### config.mk
export PLATFORM = sky130hd
export DESIGN_NAME = svc_seq
export DESIGN_NICKNAME = d
export VERILOG_FILES = /design/src/rtl/svc_seq_pkg.sv /design/src/rtl/svc_seq_ctrl.sv /design/src/rtl/svc_seq_path.sv /design/src/rtl/svc_seq.sv
export SDC_FILE = /design/constraint.sdc
export NUM_CORES = 1
export LEC_CHECK = 0
export BUFFER_PORTS_ARGS = -buffer_cell sky130_fd_sc_hd__buf_2
export CORE_AREA = 2 2 56 58
export DETAILED_ROUTE_END_ITERATION = 6
export DIE_AREA = 0 0 58 60
export PLACE_DENSITY = 0.77
export SYNTH_ARGS = -nofsm -noshare
export SYNTH_HDL_FRONTEND = slang
export SYNTH_SLANG_ARGS = --single-unit
### constraint.sdc
create_clock -name clk -period 5.53 [get_ports clk]
set_clock_uncertainty 0.2 [all_clocks]
set_input_delay 1.659 -clock clk [delete_from_list [all_inputs] [get_ports clk]]
set_output_delay 1.659 -clock clk [all_outputs]
set_load 0.02 [all_outputs]
### src/rtl/svc_seq_pkg.sv
package svc_seq_pkg;

  typedef enum logic [1:0] {
    OP_NONE    = 2'd0,
    OP_ENABLE  = 2'd1,
    OP_DISABLE = 2'd2,
    OP_RESET   = 2'd3
  } cmd_op_e;

  typedef enum logic [3:0] {
    S_IDLE,
    S_PULSE,
    S_REL,
    S_CLKON,
    S_E_MST,
    S_E_SLV,
    S_E_UNDO,
    S_FAIL,
    S_D_SLV,
    S_D_MST,
    S_D_UNDO,
    S_D_RST,
    S_E_START
  } seq_state_e;

  // Strobes from the control FSM to the output register file.
  typedef struct packed {
    logic clkOn;
    logic clkOff;
    logic rstRelease;
    logic rstAssert;
    logic mstStop;
    logic mstRun;
    logic slvStop;
    logic slvRun;
    logic done;
    logic err;
  } seq_strobe_t;

endpackage

### src/rtl/svc_seq_ctrl.sv
module svc_seq_ctrl
  import svc_seq_pkg::*;
#(
  parameter int HAS_BRIDGE      = 1,
  parameter int CLK_PULSE_CYC   = 32,
  parameter int ACK_TIMEOUT_CYC = 100
) (
  input  logic        clk,
  input  logic        rstN,
  input  logic        cmdValid,
  input  logic [1:0]  cmdOp,
  input  logic        mstStopAck,
  input  logic        slvStopAck,
  output logic        busy,
  output seq_strobe_t strobe
);

  localparam int CNT_MAX = (CLK_PULSE_CYC > ACK_TIMEOUT_CYC) ? CLK_PULSE_CYC : ACK_TIMEOUT_CYC;
  localparam int CNT_W   = $clog2(CNT_MAX + 1);
  localparam logic [CNT_W-1:0] PULSE_LAST = CNT_W'(CLK_PULSE_CYC - 1);
  localparam logic [CNT_W-1:0] WAIT_LAST  = CNT_W'(ACK_TIMEOUT_CYC - 1);
  localparam bit BRIDGED = (HAS_BRIDGE != 0);

  seq_state_e       state, stateN;
  logic [CNT_W-1:0] cnt, cntN, cntInc;
  logic             resetOp, resetOpN;
  logic             lastPulse, ackExpired;
  cmd_op_e          op;

  assign op         = cmd_op_e'(cmdOp);
  assign cntInc     = cnt + CNT_W'(1);
  assign lastPulse  = (cnt == PULSE_LAST);
  assign ackExpired = (cnt == WAIT_LAST);
  assign busy       = (state != S_IDLE);

  always_comb begin
    strobe   = '0;
    stateN   = state;
    cntN     = cnt;
    resetOpN = resetOp;
    case (state)
      S_IDLE: begin
        if (cmdValid && op != OP_NONE) begin
          resetOpN = (op == OP_RESET);
          cntN     = '0;
          if (op == OP_ENABLE) begin
            strobe.clkOn = 1'b1;
            stateN       = S_PULSE;
          end else if (BRIDGED) begin
            strobe.slvStop = 1'b1;
            stateN         = S_D_SLV;
          end else begin
            strobe.clkOff = 1'b1;
            stateN        = S_D_RST;
          end
        end
      end
      S_PULSE: begin
        if (lastPulse) begin
          strobe.clkOff = 1'b1;
          stateN        = S_REL;
        end else begin
          cntN = cntInc;
        end
      end
      S_REL: begin
        strobe.rstRelease = 1'b1;
        stateN            = S_CLKON;
      end
      S_CLKON: begin
        strobe.clkOn = 1'b1;
        cntN         = '0;
        if (BRIDGED) begin
          strobe.mstRun = 1'b1;
          stateN        = S_E_MST;
        end else begin
          strobe.done = 1'b1;
          stateN      = S_IDLE;
        end
      end
      S_E_MST: begin
        if (!mstStopAck) begin
          strobe.slvRun = 1'b1;
          cntN          = '0;
          stateN        = S_E_SLV;
        end else if (ackExpired) begin
          strobe.clkOff = 1'b1;
          stateN        = S_FAIL;
        end else begin
          cntN = cntInc;
        end
      end
      S_E_SLV: begin
        if (!slvStopAck) begin
          strobe.done = 1'b1;
          stateN      = S_IDLE;
        end else if (ackExpired) begin
          strobe.mstStop = 1'b1;
          cntN           = '0;
          stateN         = S_E_UNDO;
        end else begin
          cntN = cntInc;
        end
      end
      S_E_UNDO: begin
        if (mstStopAck || ackExpired) begin
          strobe.clkOff = 1'b1;
          stateN        = S_FAIL;
        end else begin
          cntN = cntInc;
        end
      end
      S_FAIL: begin
        strobe.rstAssert = 1'b1;
        strobe.done      = 1'b1;
        strobe.err       = 1'b1;
        stateN           = S_IDLE;
      end
      S_D_SLV: begin
        if (slvStopAck) begin
          strobe.mstStop = 1'b1;
          cntN           = '0;
          stateN         = S_D_MST;
        end else if (ackExpired) begin
          strobe.done = 1'b1;
          strobe.err  = 1'b1;
          stateN      = S_IDLE;
        end else begin
          cntN = cntInc;
        end
      end
      S_D_MST: begin
        if (mstStopAck) begin
          strobe.clkOff = 1'b1;
          stateN        = S_D_RST;
        end else if (ackExpired) begin
          strobe.slvRun = 1'b1;
          cntN          = '0;
          stateN        = S_D_UNDO;
        end else begin
          cntN = cntInc;
        end
      end
      S_D_UNDO: begin
        if (!slvStopAck || ackExpired) begin
          strobe.done = 1'b1;
          strobe.err  = 1'b1;
          stateN      = S_IDLE;
        end else begin
          cntN = cntInc;
        end
      end
      S_D_RST: begin
        strobe.rstAssert = 1'b1;
        if (resetOp) begin
          stateN = S_E_START;
        end else begin
          strobe.done = 1'b1;
          stateN      = S_IDLE;
        end
      end
      S_E_START: begin
        strobe.clkOn = 1'b1;
        cntN         = '0;
        stateN       = S_PULSE;
      end
      default: stateN = S_IDLE;
    endcase
  end

  always_ff @(posedge clk or negedge rstN) begin
    if (!rstN) begin
      state   <= S_IDLE;
      cnt     <= '0;
      resetOp <= 1'b0;
    end else begin
      state   <= stateN;
      cnt     <= cntN;
      resetOp <= resetOpN;
    end
  end

  // the wait counter never passes the timeout window
  p_wait_bound_r7: assert property (@(posedge clk) disable iff (!rstN)
    (state inside {S_E_MST, S_E_SLV, S_E_UNDO, S_D_SLV, S_D_MST, S_D_UNDO})
      |-> (cnt <= WAIT_LAST));

  // a finishing strobe always returns the FSM to idle
  p_done_to_idle_r10: assert property (@(posedge clk) disable iff (!rstN)
    strobe.done |=> (state == S_IDLE));

endmodule

### src/rtl/svc_seq_path.sv
module svc_seq_path
  import svc_seq_pkg::*;
(
  input  logic        clk,
  input  logic        rstN,
  input  seq_strobe_t strobe,
  output logic        subClkEn,
  output logic        subRstN,
  output logic        mstStopReq,
  output logic        slvStopReq,
  output logic        done,
  output logic        err
);

  always_ff @(posedge clk or negedge rstN) begin
    if (!rstN) begin
      subClkEn   <= 1'b0;
      subRstN    <= 1'b0;
      mstStopReq <= 1'b1;
      slvStopReq <= 1'b1;
      done       <= 1'b0;
      err        <= 1'b0;
    end else begin
      if (strobe.clkOn)           subClkEn <= 1'b1;
      else if (strobe.clkOff)     subClkEn <= 1'b0;
      if (strobe.rstRelease)      subRstN <= 1'b1;
      else if (strobe.rstAssert)  subRstN <= 1'b0;
      if (strobe.mstStop)         mstStopReq <= 1'b1;
      else if (strobe.mstRun)     mstStopReq <= 1'b0;
      if (strobe.slvStop)         slvStopReq <= 1'b1;
      else if (strobe.slvRun)     slvStopReq <= 1'b0;
      done <= strobe.done;
      err  <= strobe.err;
    end
  end

  // reset is released only while the clock is stopped
  p_release_clk_off_r2: assert property (@(posedge clk) disable iff (!rstN)
    $rose(subRstN) |-> !subClkEn);

  // reset is asserted only while the clock is stopped
  p_assert_clk_off_r5: assert property (@(posedge clk) disable iff (!rstN)
    $fell(subRstN) |-> !subClkEn);

  // no bridge request is driven both ways at once
  p_req_excl_r3: assert property (@(posedge clk) disable iff (!rstN)
    !(strobe.mstStop && strobe.mstRun) && !(strobe.slvStop && strobe.slvRun));

  // err only accompanies done
  p_err_with_done_r10: assert property (@(posedge clk) disable iff (!rstN)
    err |-> done);

  // done lasts one cycle
  p_done_pulse_r10: assert property (@(posedge clk) disable iff (!rstN)
    done |=> !done);

endmodule

### src/rtl/svc_seq.sv
module svc_seq
  import svc_seq_pkg::*;
#(
  parameter int HAS_BRIDGE      = 1,
  parameter int CLK_PULSE_CYC   = 32,
  parameter int ACK_TIMEOUT_CYC = 100
) (
  input  logic       clk,
  input  logic       rstN,
  input  logic       cmdValid,
  input  logic [1:0] cmdOp,
  output logic       busy,
  output logic       done,
  output logic       err,
  output logic       subClkEn,
  output logic       subRstN,
  output logic       subInReset,
  output logic       mstStopReq,
  input  logic       mstStopAck,
  output logic       slvStopReq,
  input  logic       slvStopAck
);

  seq_strobe_t strobe;

  svc_seq_ctrl #(
    .HAS_BRIDGE     (HAS_BRIDGE),
    .CLK_PULSE_CYC  (CLK_PULSE_CYC),
    .ACK_TIMEOUT_CYC(ACK_TIMEOUT_CYC)
  ) u_ctrl (
    .clk       (clk),
    .rstN      (rstN),
    .cmdValid  (cmdValid),
    .cmdOp     (cmdOp),
    .mstStopAck(mstStopAck),
    .slvStopAck(slvStopAck),
    .busy      (busy),
    .strobe    (strobe)
  );

  svc_seq_path u_path (
    .clk       (clk),
    .rstN      (rstN),
    .strobe    (strobe),
    .subClkEn  (subClkEn),
    .subRstN   (subRstN),
    .mstStopReq(mstStopReq),
    .slvStopReq(slvStopReq),
    .done      (done),
    .err       (err)
  );

  assign subInReset = ~subRstN;

  // busy has dropped by the time done is seen
  p_done_not_busy_r10: assert property (@(posedge clk) disable iff (!rstN)
    done |-> !busy);

endmodule

### After elaboration in Yosys (flattened, before gate mapping)

Cells that the tools add are included.

| word-level totals | value |
|---|---|
| output and inout bits | 8 |
| bits of input ports | 7 |
| logic and storage cells | 119 |
| flip-flop bits (word level) | 18 |

| cells by class | value |
|---|---|
| $add $sub $neg | 1 |
| reductions and logical operators | 17 |
| multiplexer cells | 62 |
| equality and inequality tests | 29 |
| bitwise logic cells | 1 |

Operators with widths:

| cell | count |
|---|---|
| $mux W7 | 10 |
| $pmux W7 S9 | 1 |
| $mux W4 | 14 |
| $pmux W4 S12 | 1 |
| $mux W1 | 26 |
| $eq A4 B4 Y1 const B | 5 |
| $eq A4 B3 Y1 const B | 4 |
| $ne A3 B2 Y1 const B | 4 |
| $ne A2 B2 Y1 const B | 5 |
| $pmux W1 S5 | 2 |
| $reduce_bool A2 Y1 | 5 |
| $reduce_bool A9 Y1 | 1 |
| $eq A4 B2 Y1 const B | 2 |
| $mux W2 | 4 |
| $ne A2 B1 Y1 const B | 4 |
| $reduce_and A8 Y1 | 1 |
| $add A7 B1 Y7 const B | 1 |
| $eq A7 B5 Y1 const B | 1 |
| $eq A7 B7 Y1 const B | 1 |
| $reduce_and A7 Y1 | 1 |
| $pmux W1 S2 | 3 |
| $eq A4 B1 Y1 const B | 1 |
| $logic_not A4 Y1 | 1 |
| $reduce_bool A4 Y1 | 1 |
| 9 further kinds | 11 |

### Logic depth before layout (Yosys ltp)

| depth | value |
|---|---|
| depth in word-level cells | 6 |
| gate-level depth with buffers | 9 |
| mapped depth without buffers | 9 |

### Cells and area by module

A second synthesis with hierarchy kept.

| unflattened totals | value |
|---|---|
| cell total of the unflattened synthesis | 159 |
| area, all modules | 1350.0 um2 |

By module, submodules not included:

| module | area each (um2) | cells each | instances | seq. area each (um2) |
|---|---|---|---|---|
| svc_seq_ctrl | 1148.6 | 144 | 1 | 300.3 |
| svc_seq_path | 197.7 | 14 | 1 | 152.6 |
| svc_seq | 3.8 | 1 | 1 | 0.0 |

### Worst setup path before layout

No wires, ideal clock.

| path | value |
|---|---|
| kind | input-to-reg |
| from | in mstStopAck |
| to | reg u_ctrl.cnt[2] |
| setup time | 126 ps |
| data arrival time | 2964 ps |
| path buffers | 1 |
| stages | 6 |
| slack | 2240 ps |
| required time | 5204 ps |
| cell sequence | clkbuf_1 -> and3b_1 -> o21ai_1 -> a2bb2oi_1 -> nor3_2 -> a221o_1 |

| between the ends | value |
|---|---|
| longest elaborated chain between the ends | 3 |
| elaborated cells on any way between the ends | 6 |
| those cells by class | eq/ne (2); mux (2); reduce/logical (2) |

RTL lines:

| item | RTL line | source |
|---|---|---|
| start: declaration | svc_seq.sv:19 | `input logic mstStopAck,` |
| $logic_or A1 B1 Y1 | svc_seq_ctrl.sv:106 | `if (mstStopAck \|\| ackExpired) begin` |
| $ne A2 B2 Y1 (no source line) | n/a |  |
| $reduce_and A7 Y1 (no source line) | n/a |  |
| end signal: assignment | svc_seq_ctrl.sv:178 | `cnt <= cntN;` |
| end: declaration | svc_seq_ctrl.sv:25 | `logic [CNT_W-1:0] cnt, cntN, cntInc;` |

Several ways; a longest one is shown, not always the timed one.
A chain may end at the register's enable or synchronous reset.

### Worst setup path in the final report

| path | value |
|---|---|
| from | reg u_ctrl.state[2] |
| to | out busy |

| between the ends | value |
|---|---|
| longest elaborated chain between the ends | 1 |

RTL lines:

| item | RTL line | source |
|---|---|---|
| start: declaration | svc_seq_ctrl.sv:24 | `seq_state_e state, stateN;` |
| start signal: assignment | svc_seq_ctrl.sv:177 | `state <= stateN;` |
| $reduce_bool A4 Y1 | svc_seq_ctrl.sv:34 | `assign busy = (state != S_IDLE);` |
| end: declaration | svc_seq.sv:12 | `output logic busy,` |

Every way passes these cells.

==> metrics.txt <==
# TYPE chip_impl_metric gauge
chip_impl_info{name="run_status",value="completed"} 1
chip_impl_metric{name="power_share_of_the_sequential_group",unit="%"} 34.8
chip_impl_info{name="cts.root.buffer_cell",value="sky130_fd_sc_hd__clkbuf_4"} 1
chip_impl_metric{name="ant_nets",unit=""} 0
chip_impl_metric{name="vias_post_dr",unit=""} 1332
chip_impl_metric{name="quantity_of_gates_resized_following_cts",unit=""} 0
chip_impl_metric{name="clkTransAtPathRegs",unit="ns"} 0.09
chip_impl_metric{name="synth_edf_count",unit=""} 0
chip_impl_metric{name="max_stage_delay",unit="ns"} 0.70
chip_impl_metric{name="ys_ff_latch",unit=""} 18
chip_impl_metric{name="gr-usage-met2",unit="%"} 35.9
chip_impl_info{name="timing.critical_path.max_delay_family",value="simple AND/OR/NAND/NOR gates"} 1
chip_impl_metric{name="cts_buffers",unit=""} 3
chip_impl_metric{name="global_routing_usage_on_met3",unit="%"} 4.98
chip_impl_metric{name="post-synth-top-area-fraction",unit="%"} 26.9
chip_impl_metric{name="ys_seq_area_share",unit="%"} 30.4
chip_impl_metric{name="route.detailed.vias_per_inst",unit=""} 6.37
chip_impl_metric{name="setup_slack_on_the_worst_flop_to_flop_path",unit="ns"} 2.79
chip_impl_metric{name="syn_avg_cell_area",unit="sq um"} 8.75
chip_impl_metric{name="area_used_by_multi_input_combinational_logic",unit="sq um"} 923
chip_impl_metric{name="pre_cts_ws",unit="ns"} 2.05
chip_impl_metric{name="timing.critical_path.arrival",unit="ns"} 1.93
chip_impl_info{name="synth_top_cells_by_area",value="sky130_fd_sc_hd__dfrtp_1 (27%), sky130_fd_sc_hd__nand3_1 (4.0%), sky130_fd_sc_hd__o21ai_0 (4.0%)"} 1
chip_impl_info{name="tritoncts_clock_tree",value="done"} 1
chip_impl_info{name="crit_path_start_kind",value="register"} 1
chip_impl_metric{name="drv_slew",unit=""} 0
chip_impl_metric{name="die_area",unit="sq mm"} 0.00348
chip_impl_metric{name="grt_remaining_overflow",unit=""} 0
chip_impl_metric{name="clkLatencyLatePin",unit="ns"} 0.30
chip_impl_metric{name="std_cell_rows",unit=""} 20
chip_impl_metric{name="worst-path-buf-inv",unit=""} 2
chip_impl_info{name="synth_ff_type",value="sky130_fd_sc_hd__dfrtp_1"} 1
chip_impl_metric{name="finish.net_count",unit=""} 186
chip_impl_metric{name="power_leakage",unit="nW"} 0.656
chip_impl_metric{name="drt_drc_violations_left",unit=""} 0
chip_impl_metric{name="antenna_found_initial",unit=""} 0
chip_impl_metric{name="wire_length_of_the_first_global_routing_pass",unit="mm"} 5.68
chip_impl_metric{name="start_util",unit="%"} 51.3
chip_impl_metric{name="dp_hpwl",unit="mm"} 2.51
chip_impl_info{name="hp-class",value="reg2reg"} 1
chip_impl_metric{name="final.min_clock_period",unit="ns"} 3.79
chip_impl_metric{name="min_period_over_period",unit="%"} 68.5
chip_impl_metric{name="fp.dieW",unit="microns"} 58
chip_impl_info{name="critPathSlowestCell",value="sky130_fd_sc_hd__nor4_1"} 1
chip_impl_metric{name="cts.hold.buffers_added",unit=""} 0
chip_impl_metric{name="ys.warnings.count",unit=""} 0
chip_impl_metric{name="number_of_placed_i_o_pins",unit=""} 15
chip_impl_metric{name="worst_ep_required_time",unit="ns"} 3.67
chip_impl_metric{name="switching_share",unit="%"} 49.9
chip_impl_metric{name="first_global_vias",unit=""} 1273
chip_impl_metric{name="setup_viol_count_final",unit=""} 0
chip_impl_metric{name="finalHoldViolations",unit=""} 0
chip_impl_info{name="busiest_metal_layer_after_global_routing",value="met2"} 1
chip_impl_metric{name="max_freq",unit="MHz"} 264
chip_impl_metric{name="n_antenna_cell",unit=""} 0
chip_impl_metric{name="ys_async_sr_fraction",unit="%"} 100
chip_impl_metric{name="core_area",unit="sq mm"} 0.00290
chip_impl_metric{name="areaGrowthSynthToFinish",unit="%"} 3.78
chip_impl_metric{name="grtUsageMet1",unit="%"} 25.1
chip_impl_metric{name="syn_area",unit="sq mm"} 0.00149
chip_impl_metric{name="totalWireLength",unit="mm"} 3.35
chip_impl_metric{name="clock_path_buffers",unit=""} 2
chip_impl_metric{name="final.setup.tns",unit="ns"} 0
chip_impl_info{name="grt_setup_unrepaired",value="false"} 1
chip_impl_info{name="path_class",value="reg2out"} 1
chip_impl_info{name="netlist.top_cell.by_area",value="sky130_fd_sc_hd__dfrtp_1"} 1
chip_impl_metric{name="routedWlPerCell",unit="microns"} 16.0
chip_impl_metric{name="mappedNetlistNets",unit=""} 179
chip_impl_metric{name="power.switching",unit="W"} 0.000405
chip_impl_info{name="setup.worst_path.end_class",value="primary output"} 1
chip_impl_metric{name="vdd_ir_drop_max",unit="uV"} 331
chip_impl_metric{name="initial_drc_count",unit=""} 58
chip_impl_metric{name="grt_max_degree",unit=""} 28
chip_impl_metric{name="worstPathMaxFanout",unit=""} 27
chip_impl_metric{name="ff_latch_area",unit="sq um"} 453
chip_impl_metric{name="postCtsSetupRepairBufs",unit=""} 0
chip_impl_metric{name="power.share.clock",unit="%"} 8.4
chip_impl_metric{name="synthCells",unit=""} 170
chip_impl_metric{name="power_frac_comb",unit="%"} 56.8
chip_impl_metric{name="floorplan.die.height",unit="microns"} 60
chip_impl_metric{name="htree_levels",unit=""} 1
chip_impl_metric{name="final_layout_size_suffix_gt1_share",unit="%"} 18.8
chip_impl_metric{name="ys_types",unit=""} 60
chip_impl_info{name="most_repeated_cell_in_the_gate_level_netlist_after_synthesis",value="sky130_fd_sc_hd__dfrtp_1"} 1
chip_impl_metric{name="cellInternalPower",unit="W"} 0.000407
chip_impl_metric{name="drtPass1Iterations",unit=""} 4
chip_impl_info{name="path_cells",value="nor4_1, inv_1, buf_2"} 1
chip_impl_metric{name="tightestPinTransition",unit="ns"} 0.774
chip_impl_metric{name="worst_slack",unit="ns"} 1.74
chip_impl_metric{name="max_cap_viol_count",unit=""} 0
chip_impl_metric{name="layout.filler_cells",unit=""} 274
chip_impl_metric{name="groute.usage.overall",unit="%"} 21.0
chip_impl_metric{name="max-slew-margin-rel",unit="%"} 48.4
chip_impl_metric{name="power.density_cell_area",unit="mW/mm^2"} 526
chip_impl_metric{name="placement.io_buffers",unit=""} 14
chip_impl_metric{name="gp_congestion",unit=""} 0.951
chip_impl_info{name="yosys-top-cells-count",value="sky130_fd_sc_hd__dfrtp_1 (16), sky130_fd_sc_hd__nand2_1 (13), sky130_fd_sc_hd__nand3_1 (12), sky130_fd_sc_hd__o21ai_0 (12), sky130_fd_sc_hd__nor2_1 (10)"} 1
chip_impl_metric{name="clock-sinks",unit=""} 18
layout by cell type (no fill, tap or decap), types with 4 or more instances in the layout:
cell type                  count
sky130_fd_sc_hd__dfrtp_1      16
sky130_fd_sc_hd__nand2b_1      5
sky130_fd_sc_hd__nor2b_1       7
sky130_fd_sc_hd__buf_2        14
sky130_fd_sc_hd__nor2_1       10
sky130_fd_sc_hd__nand2_1      13
sky130_fd_sc_hd__o21ai_0      12
sky130_fd_sc_hd__a221o_1       4
sky130_fd_sc_hd__nand3_1      12
sky130_fd_sc_hd__inv_1         7
worst min-delay path, delay by kind of cell, from the launching register on:
family	cells	cell delay, ns
compound gates	1	0.06
flops	1	0.37
simple gates	1	0.05
power groups by stage:
stage | registers [W] | logic, W | clock network (W)
6_report | 0.000283 | 0.000461 | 0.0000685
3_3_place_gp | 0.000282 | 0.000450 | 0
5_1_grt | 0.000294 | 0.000505 | 0.0000762
4_1_cts | 0.000280 | 0.000459 | 0.0000720
2_1_floorplan | 0.000235 | 0.000436 | 0
3_5_place_dp | 0.000284 | 0.000457 | 0
registers in the layout, summed over array words and instances, names as in the netlist:
| signal | flops |
|---|---|
| u_ctrl.resetOp | 1 |
| u_path.slvStopReq | 1 |
| u_ctrl.cnt | 7 |
| u_path.err | 1 |
| u_ctrl.state | 4 |
| u_path.subRstN | 1 |
| u_path.done | 1 |
| u_path.subClkEn | 1 |
| u_path.mstStopReq | 1 |
metrics by stage:
step | instance area [sq um] | cells | util (%) | power [W] | hold slack [ns]
finish | 1540 | 209 | 53.2 | 0.000812 | 0.274
global route | 1540 | 209 | 53.2 | 0.000876 | 0.302
CTS | 1540 | 209 | 53.2 | 0.000812 | 0.281
detailed placement | 1520 | 205 | 52.3 | 0.000741 | 0.265
global placement | 1520 | 205 | 52.3 | 0.000732 | 0.265
floorplan | 1490 | 170 | - | 0.000671 | 0.262
routing by layer:
layer	vias to the layer above	share of wire, %	wire (microns)
li1	654	-	-
met4	0	1.4	46
met1	641	44	1480
met2	28	51	1710
met5	-	0	0
met3	9	3.6	120
cell families (layout without fill, tap and decap cells):
family          after synthesis  count (layout)  synth area share [%]
simple gates                 68              68                  25.3
flops                        18              18                  30.4
buf+inv                      20              26                  7.48
xor+xnor                      1               1                 0.589
mux                           4               4                  2.94
compound gates               55              55                  30.0
fa+ha+maj                     4               4                  3.20
layout make-up:
class	count	share of cell area, %
clock buffers	4	1.70
inverters	8	1.94
multi-input cells	132	59.8
flip-flops and latches	18	29.3
well taps	33	2.67
repair buffers	14	4.54
worst paths after layout:
path,from,to,cells after the start
worst max register to register,u_ctrl.state[0],u_ctrl.cnt[0],5
worst max-delay path,u_ctrl.state[2],busy,3
min in group asynchronous,rstN,u_ctrl.cnt[2],1
worst min register to register,u_path.slvStopReq,u_path.slvStopReq,2
worst min-delay path,u_path.slvStopReq,u_path.slvStopReq,2
max in group asynchronous,rstN,u_path.mstStopReq,1
No activity file was read; power rests on OpenSTA's default activity.
